### config.mk
export PLATFORM = sky130hd
export DESIGN_NAME = stall_guard
export DESIGN_NICKNAME = d
export VERILOG_FILES = /design/src/rtl/stall_guard_pkg.sv /design/src/rtl/stall_accum.sv /design/src/rtl/stall_fsm.sv /design/src/rtl/stall_guard.sv
export SDC_FILE = /design/constraint.sdc
export NUM_CORES = 1
export LEC_CHECK = 0
export BUFFER_PORTS_ARGS = -buffer_cell sky130_fd_sc_hd__clkbuf_2
export CORE_MARGIN = 4
export CORE_UTILIZATION = 35
export DETAILED_ROUTE_END_ITERATION = 7
export RECOVER_POWER = 25
export SLEW_MARGIN = 10
export SYNTH_ARGS = -nofsm -noshare
export SYNTH_HDL_FRONTEND = slang
export SYNTH_SLANG_ARGS = --single-unit
### constraint.sdc
create_clock -name clk -period 4.3 [get_ports clk]
set_clock_uncertainty 0.1 [all_clocks]
set_input_delay 0.215 -clock clk [delete_from_list [all_inputs] [get_ports clk]]
set_output_delay 0.215 -clock clk [all_outputs]
set_load 0.03 [all_outputs]
### src/rtl/stall_guard_pkg.sv
package stall_guard_pkg;
    typedef enum logic [1:0] {
        SG_STOP = 2'd0,
        SG_RUN  = 2'd1,
        SG_TRIP = 2'd2,
        SG_OFF  = 2'd3
    } sg_state_t;
endpackage

### src/rtl/stall_accum.sv
module stall_accum #(
    parameter int ACC_W      = 16,
    parameter int DRAIN_STEP = 22
) (
    input  logic             clk,
    input  logic             rst_n,
    input  logic             tick,
    input  logic             run,
    input  logic             locked,
    input  logic             prot_dis,
    input  logic             frozen,
    input  logic [ACC_W-1:0] level,
    output logic [ACC_W-1:0] acc_o,
    output logic             reach_o
);
    localparam logic [ACC_W-1:0] ACC_MAX = {ACC_W{1'b1}};
    localparam logic [ACC_W-1:0] DRAIN_V = ACC_W'(DRAIN_STEP);

    logic [ACC_W-1:0] acc_q;
    logic [ACC_W-1:0] acc_inc;
    logic [ACC_W-1:0] acc_dec;
    logic             charge_en;
    logic             drain_en;

    always_comb begin
        charge_en = run && !prot_dis && !frozen && tick && !locked;
        drain_en  = !run && !prot_dis && tick;
        acc_inc   = (acc_q == ACC_MAX) ? acc_q : acc_q + 1'b1;
        acc_dec   = (acc_q > DRAIN_V) ? acc_q - DRAIN_V : '0;
        reach_o   = charge_en && (acc_inc >= level);
    end

    always_ff @(posedge clk or negedge rst_n) begin
        if (!rst_n) begin
            acc_q <= '0;
        end else if (prot_dis) begin
            acc_q <= '0;
        end else if (drain_en) begin
            acc_q <= acc_dec;
        end else if (charge_en) begin
            acc_q <= acc_inc;
        end
    end

    assign acc_o = acc_q;

    // no charge is ever gained while stopped
    p_no_rise_stopped_r8: assert property (@(posedge clk) disable iff (!rst_n)
        !run |=> acc_q <= $past(acc_q));
    // a locked tick in run leaves the charge alone
    p_hold_locked_r3: assert property (@(posedge clk) disable iff (!rst_n)
        (run && locked && !prot_dis) |=> $stable(acc_q));
    // charge only ever climbs by one unit per cycle
    p_unit_step_r2: assert property (@(posedge clk) disable iff (!rst_n)
        (acc_q > $past(acc_q)) |-> (acc_q == $past(acc_q) + 1'b1));
    // idle cycles do not move the charge
    p_tick_gate_r11: assert property (@(posedge clk) disable iff (!rst_n)
        (!tick && !prot_dis) |=> $stable(acc_q));
endmodule

### src/rtl/stall_fsm.sv
module stall_fsm
    import stall_guard_pkg::*;
(
    input  logic      clk,
    input  logic      rst_n,
    input  logic      run,
    input  logic      prot_dis,
    input  logic      reach,
    output sg_state_t state_o,
    output logic      fault_o,
    output logic      inhibit_o
);
    sg_state_t state_q;
    sg_state_t state_d;

    always_ff @(posedge clk or negedge rst_n) begin
        if (!rst_n) state_q <= SG_STOP;
        else        state_q <= state_d;
    end

    always_comb begin
        state_d = state_q;
        unique case (state_q)
            SG_OFF: begin
                if (!prot_dis) begin
                    if (!run)       state_d = SG_STOP;
                    else if (reach) state_d = SG_TRIP;
                    else            state_d = SG_RUN;
                end
            end
            SG_STOP: begin
                if (prot_dis)   state_d = SG_OFF;
                else if (run)   state_d = reach ? SG_TRIP : SG_RUN;
            end
            SG_RUN: begin
                if (prot_dis)   state_d = SG_OFF;
                else if (!run)  state_d = SG_STOP;
                else if (reach) state_d = SG_TRIP;
            end
            SG_TRIP: begin
                if (prot_dis)   state_d = SG_OFF;
                else if (!run)  state_d = SG_STOP;
            end
            default: state_d = SG_STOP;
        endcase
    end

    always_comb begin
        fault_o   = (state_q == SG_TRIP);
        inhibit_o = fault_o && run && !prot_dis;
    end

    assign state_o = state_q;

    // fault latch holds while running and not strapped off
    p_latch_hold_r5: assert property (@(posedge clk) disable iff (!rst_n)
        (fault_o && run && !prot_dis) |=> fault_o);
    // stop releases the fault
    p_stop_clears_r6: assert property (@(posedge clk) disable iff (!rst_n)
        !run |=> !fault_o);
    // inhibit only with a latched fault and run
    p_inhibit_gate_r7: assert property (@(posedge clk) disable iff (!rst_n)
        inhibit_o |-> (fault_o && run));
    // a new fault needs the threshold crossing one edge earlier
    p_trip_cause_r4: assert property (@(posedge clk) disable iff (!rst_n)
        $rose(fault_o) |-> $past(reach));
    // strap clears the fault
    p_strap_fault_r10: assert property (@(posedge clk) disable iff (!rst_n)
        prot_dis |=> !fault_o);
endmodule

### src/rtl/stall_guard.sv
module stall_guard
    import stall_guard_pkg::*;
#(
    parameter int ACC_W      = 16,
    parameter int DRAIN_STEP = 22
) (
    input  logic             clk,
    input  logic             rst_n,
    input  logic             tick,
    input  logic             run,
    input  logic             locked,
    input  logic             prot_dis,
    input  logic [ACC_W-1:0] trip_level,
    output logic             lowside_inhibit,
    output logic             fault
);
    sg_state_t        state;
    logic [ACC_W-1:0] acc;
    logic             reach;
    logic             frozen;

    assign frozen = (state == SG_TRIP);

    stall_accum #(
        .ACC_W      (ACC_W),
        .DRAIN_STEP (DRAIN_STEP)
    ) u_accum (
        .clk      (clk),
        .rst_n    (rst_n),
        .tick     (tick),
        .run      (run),
        .locked   (locked),
        .prot_dis (prot_dis),
        .frozen   (frozen),
        .level    (trip_level),
        .acc_o    (acc),
        .reach_o  (reach)
    );

    stall_fsm u_fsm (
        .clk       (clk),
        .rst_n     (rst_n),
        .run       (run),
        .prot_dis  (prot_dis),
        .reach     (reach),
        .state_o   (state),
        .fault_o   (fault),
        .inhibit_o (lowside_inhibit)
    );

    // strap empties the accumulator
    p_strap_empty_r10: assert property (@(posedge clk) disable iff (!rst_n)
        prot_dis |=> (acc == '0));
    // charge is frozen while the fault is latched in run
    p_frozen_acc_r5: assert property (@(posedge clk) disable iff (!rst_n)
        (fault && run && !prot_dis) |=> $stable(acc));
endmodule

# Yosys cells after proc, flatten, opt, wreduce, memory -nomap -nowiden
# Index checks and enable logic that the tools add are counted.
# W data, S select, Z words.
dict set report totals {
  regBits 18
  latch_bits 0
  mem_bits_rw 0
  mem_bits_ro 0
  out_inout_bits 2
  word_cells 46
  memories 0
}
dict set report op_classes {
  addsub 2
  n_mul 0
  n_div 0
  n_lt_le_gt_ge 2
  n_eq_ne 8
  shifts 0
  muxes 16
  bitwise 0
  n_reduce_logical 16
}
# op n
set ops {}
lappend ops {{$mux W16} 5}
lappend ops {{$mux W2} 10}
lappend ops {{$add A16 B1 Y16 const B} 1}
lappend ops {{$eq A16 B16 Y1 const B} 1}
lappend ops {{$ge A16 B16 Y1} 1}
lappend ops {{$gt A16 B5 Y1 const B} 1}
lappend ops {{$sub A16 B5 Y16 const B} 1}
lappend ops {{$logic_and A1 B1 Y1} 9}
lappend ops {{$pmux W2 S4} 1}
lappend ops {{$ne A3 B3 Y1 const B} 2}
lappend ops {{$eq A2 B2 Y1 const B} 2}
lappend ops {{$logic_not A1 Y1} 4}
lappend ops {{$ne A4 B4 Y1 const B} 1}
lappend ops {{$reduce_and A4 Y1} 1}
lappend ops {{$reduce_bool A3 Y1} 1}
lappend ops {{$eq A2 B1 Y1 const B} 1}
lappend ops {{$logic_not A2 Y1} 1}
lappend ops {{$ne A2 B2 Y1 const B} 1}

# Depth between registers and ports, before layout
dict set report logic_depth {
  ltp_word 10
  depth_mapped 14
  mapped_depth_nobuf 13
}

# Hierarchy
# Synthesis repeated with hierarchy kept, for this count alone.
dict set report unflattened {
  hier_cells 289
  area_unflattened_um2 2336.0
}
# module instances cells_each area_each_um2 seq_area_each_um2
set by_module_without_submodules {}
lappend by_module_without_submodules {stall_accum 1 278 2217.1 400.4}
lappend by_module_without_submodules {stall_fsm 1 10 105.1 50.0}
lappend by_module_without_submodules {stall_guard 1 1 13.8 0.0}

# Least setup slack after synthesis
# No wires, ideal clock.
dict set report synth_timing {
  path_kind {flip-flop to flip-flop}
  startpoint {register u_accum.acc_q[3] (netlist: u_accum.acc_o[3])}
  endpoint {register u_fsm.state_q[1] (netlist: u_fsm.state_o[1])}
  setup_ns 0.126
  arrival_time_ns 3.123
  slack_ns 0.951
  stages_incl_launch_ff 15
  n_path_buf 2
  path_cell_list {dfrtp_1 > clkbuf_1 > nand4_1 > or4_1 > clkbuf_1 > nand3_1 > nor2_1 > xor2_1 > ha_1 > a21o_1 > nand3_1 > a21oi_1 > a2111oi_0 > o21ai_1 > a221o_1}
}
dict set report synth_via {
  elab_chain_len 8
  word_cells_on_any_way 13
  classes_between {add/sub: 1; order compare: 1; eq/ne: 2; mux: 7; reduce/logical: 2}
}
# item line_no
set synth_rtl {}
lappend synth_rtl {{start, declared} stall_accum.sv:19} ;# logic [ACC_W-1:0] acc_q;
lappend synth_rtl {{start signal, assigned} stall_accum.sv:41} ;# acc_q <= acc_inc;
lappend synth_rtl {{$add A16 B1 Y16 / $eq A16 B16 Y1 (equally long branches)} stall_accum.sv:28} ;# acc_inc = (acc_q == ACC_MAX) ? acc_q : acc_q + 1'b1;
lappend synth_rtl {{$mux W16 (*)} stall_accum.sv:28}
lappend synth_rtl {{$ge A16 B16 Y1 (*)} stall_accum.sv:30} ;# reach_o = charge_en && (acc_inc >= level);
lappend synth_rtl {{$logic_and A1 B1 Y1 (*)} stall_accum.sv:30}
lappend synth_rtl {{$mux W2} {stall_fsm.sv:27, stall_fsm.sv:33}}
lappend synth_rtl {{$mux W2 (on tied branches)} {stall_fsm.sv:33, stall_fsm.sv:26}}
lappend synth_rtl {{$mux W2 (on tied branches)} {stall_fsm.sv:32, stall_fsm.sv:25}}
lappend synth_rtl {{$pmux W2 S4} stall_fsm.sv:23} ;# unique case (state_q)
lappend synth_rtl {{end signal, assigned} stall_fsm.sv:18} ;# else state_q <= state_d;
lappend synth_rtl {{end, declared} stall_fsm.sv:13} ;# sg_state_t state_q;
# Every way passes the cells marked *; elsewhere a longest branch is shown, timed or not. The select of a mux whose other input is x is not followed.
# A chain may end at the register's enable or synchronous reset.

# Worst setup path after layout
dict set report layout_timing {
  startpoint {register u_accum.acc_q[8] (netlist: u_accum.acc_o[8])}
  endpoint {register u_fsm.state_q[1] (netlist: u_fsm.state_o[1])}
}
# Same word-level chain as after synthesis.

==> results by group <==
Status
  – Outcome: completed

Synth
  – Mapped Cells: 262
  – Largest family of logic cells by synthesized area: compound AO/OA/AOI/OAI gates
  – Xor and xnor fraction of the mapped netlist area: 4.38%
  – Syn avg cell area: 7.63 um^2
  – Compound-Gate Fraction of Synth Area: 26.5%
  – Post-synthesis sequential area ratio: 22.5%
  – Most common flop cell mapped by yosys: dfrtp_1
  – Leading area contributor after synthesis: dfrtp_1
  – Post-Synth Adder-Cell Area: 11.9%
  – Number of enable-type register cells in the synthesized netlist: 0
  – Yosys cell types: 55
  – Synth warnings: 0
  – Multiplexer share of the synthesized area: 1.13%
  – Post-Synthesis Cell Area: 2000 um^2
  – Synth area leaders: dfrtp_1 23%, ha_1 12%, nand2_1 4.3%
  – Post-Synth Simple-Gate Area: 25.9%
  – Synth async-reset ratio: 100%
  – Seq cells post-synth: 18
  – Yosys top cell area share: 22.5%
  – Syn_nets: 303

Setup path
  – Critical path buffer and inverter count: 0
  – R2r setup slk: 0.67 ns
  – Critical path's slowest cell: or4_1
  – Top delay family on crit path: simple AND/OR/NAND/NOR gates
  – WP data required: 4.35 ns
  – CP cell instances: nand4_1 > or4_1 > nand3_1 > nor2_1 > xor2_1 > ha_1 > a21o_1 > nand3_1 > a21oi_1 > a2111oi_0 > o21ai_1 > a221o_1
  – CP Launch Type: register
  – Worst Setup Path Type: reg2reg
  – Data arrival, critical path: 3.69 ns
  – Max incr delay on CP: 0.70 ns
  – Reg2Reg Depth: 12
  – CP dominant cell by count: nand3_1
  – Crit-path max FO: 12
  – Crit Reg-Reg Startpoint: u_accum.acc_o[8]
  – RR Endpoint: u_fsm.state_o[1]
  – Crit end category: register

STA
  – Relative slew slack: 24.6%
  – Slew @ Worst Pin: 1.13 ns
  – Sum Neg Setup Slack: 0 ns
  – Final setup violation count: 0
  – Minimum clock period: 3.63 ns
  – Endpoints failing hold: 0
  – Fmax: 275 MHz
  – Hold_ws: 0.149 ns
  – Final Cycle Share: 84.5%
  – RSZ-0062 raised after global routing: false
  – Final Slew Violations: 0

Min path
  – Sink of the worst hold path: u_accum.acc_o[10]
  – Hold WC Path Type: in2reg
  – Hold Path Stages: 2
  – Hold path startpoint: prot_dis

Finish
  – Final nets: 317
  – Fraction of layout cells with a size suffix above 1: 11.6%
  – Antenna diodes: 0
  – Area Growth Syn to Fin: 10.3%
  – Fin util: 40.0%

Power and ir drop
  – Clock Power Share: 19.4%
  – Sw Share: 44.0%
  – Comb power frac: 45.2%
  – Max VDD drop: 0.000137 V
  – Switching power: 345 uW
  – Cell-internal power: 439 uW
  – Power consumption: 783 uW
  – Sequential group share of total power: 35.4%
  – Leak pwr: 1.08 nW
  – PD cells: 355 nW/um^2

Drt
  – Wire length per cell: 16.2 um
  – Vias per inst: 5.94
  – WL final: 5.62 mm
  – DRT iter0 DRCs: 209
  – Drt drc: 0
  – Remaining antenna violation count: 0
  – Drt pass-1 iters: 5
  – Vias post-DR: 2060

Clock tree
  – CTS Buffer Depth: 2
  – TritonCTS clock tree: done
  – Clk slew on worst S/H paths: 0.08 ns
  – TritonCTS Buffers: 3
  – Clock root buffer: clkbuf_8
  – Clock latency on the worst-skew pair: 0.27 ns
  – Post-CTS setup buffers: 0
  – CTS Sinks: 18
  – H-tree depth: 1

Floorplan
  – Initial core utilization: 36.3%
  – Core Rows: 27
  – Total die area: 6980 um^2
  – Die width: 83.6 um
  – Core area: 5510 um^2
  – I/O pins: 24
  – Die height: 83.6 um

Global routing
  – First-pass GRT wire length: 9.41 mm
  – Vias in the first global route: 1919
  – Total GRT Usage: 16.1%
  – GR Overflow Total: 0
  – Largest net degree at the start of global routing: 19
  – Initial antenna violation count: 0

Place
  – Hpwl dp: 4.25 mm
  – Final RePlAce weighted congestion: 0.919
  – Port Buffers: 23

Run
  – Max_cap viols: 0
-- worst max path at each step --
stage,cells after the start,endpoint,start,slack [ns]
final,12,u_fsm.state_o[1],u_accum.acc_o[8],0.67
after global routing,12,u_fsm.state_o[1],u_accum.acc_o[8],0.39
after CTS,12,u_fsm.state_o[1],u_accum.acc_o[8],0.69
after detailed placement,12,u_fsm.state_o[1],u_accum.acc_o[8],0.72
after global placement,12,u_fsm.state_o[1],u_accum.acc_o[8],0.79
after floorplan,14,u_fsm.state_o[1],u_accum.acc_o[3],0.95
-- registers in the layout, indices dropped and copies added, names as in the netlist --
signal	cells
u_accum.acc_o	16
u_fsm.state_o	2
-- placed cells by master, fill, tap and decap left out, types with 4 or more instances in the layout --
master	Yosys	routed
o21ai_0	5	5
nand4_1	7	7
a21o_1	5	5
dfrtp_1	18	18
clkbuf_2	1	22
nand3_1	15	15
nand2_1	23	23
xor2_1	4	4
xnor2_1	6	6
o211ai_1	4	4
nor3_1	7	7
a221oi_1	5	5
o21ai_1	10	10
a21oi_1	16	16
clkbuf_8	0	4
inv_1	22	22
ha_1	19	19
and3_1	9	9
nor2_1	17	17
a31oi_1	5	5
-- routing by layer --
metal	vias up	wire length (um)	part of all wire (%)	track usage, %
met4	0	82	1.5	5.70
li1	1006	-	-	-
met2	78	2620	47	27.3
met5	-	0	0	0
met1	969	2630	47	21.5
met3	7	288	5.1	1.09
-- synthesized netlist by cell type (3+ instances only) --
cell and instances:
nand2_1 23, inv_1 22, ha_1 19, dfrtp_1 18, nor2_1 17, a21oi_1 16, nand3_1 15, clkbuf_1 11
o21ai_1 10, and3_1 9, nand4_1 7, nor3_1 7, xnor2_1 6, a21o_1 5, a221oi_1 5, a31oi_1 5
o21ai_0 5, o211ai_1 4, xor2_1 4, nand2b_1 3, nor4_1 3, o21a_1 3, o22a_1 3, or4_1 3
-- worst reg2reg max path: cells and delay by family, from the launching register on --
family                     cells  cell delay (ns)
and+or+nand+nor                5             1.32
AOI/OAI and AO/OA              5             1.09
DFF                            1             0.55
adders and majority gates      1             0.30
xor gates and xnor gates       1             0.17
-- cells by family (layout without fill, tap and decap cells) --
group / count (synthesis) / after routing
and+or+nand+nor: 99 / 99
AOI/OAI and AO/OA: 76 / 76
DFF: 18 / 18
buffers and inverters: 38 / 51
muxes: 2 / 2
adders and majority gates: 19 / 19
xor gates and xnor gates: 10 / 10
-- metrics by stage --
stage                     worst slack, ns  cells  cell area [um^2]
after floorplan                     0.951    262              2000
after global placement              0.788    342              2140
after detailed placement            0.718    342              2140
after CTS                           0.691    347              2210
after global routing                0.385    347              2200
final                               0.666    347              2200
-- power by group through the flow --
stage | Clock [mW] | Sequential [mW] | Combinational [mW]
after floorplan | 0 | 0.221 | 0.323
after global placement | 0 | 0.276 | 0.346
after detailed placement | 0 | 0.277 | 0.348
after CTS | 0.154 | 0.274 | 0.351
after global routing | 0.159 | 0.285 | 0.400
final | 0.152 | 0.277 | 0.354
-- final cells by class --
cell class	count	area [um^2]
Clock buffer	4	55.1
Tap cell	72	90.1
Inverter	22	82.6
Fill cell	572	3300
Multi-Input combinational cell	206	1400
Sequential cell	18	450
Timing Repair Buffer	25	131
-- timing repair --
item,CTS,global route
endpoints found under the hold margin,18,0
gates resized for setup,0,0
hold buffers,1,0
Note: power is estimated with default switching activity, not from simulation.
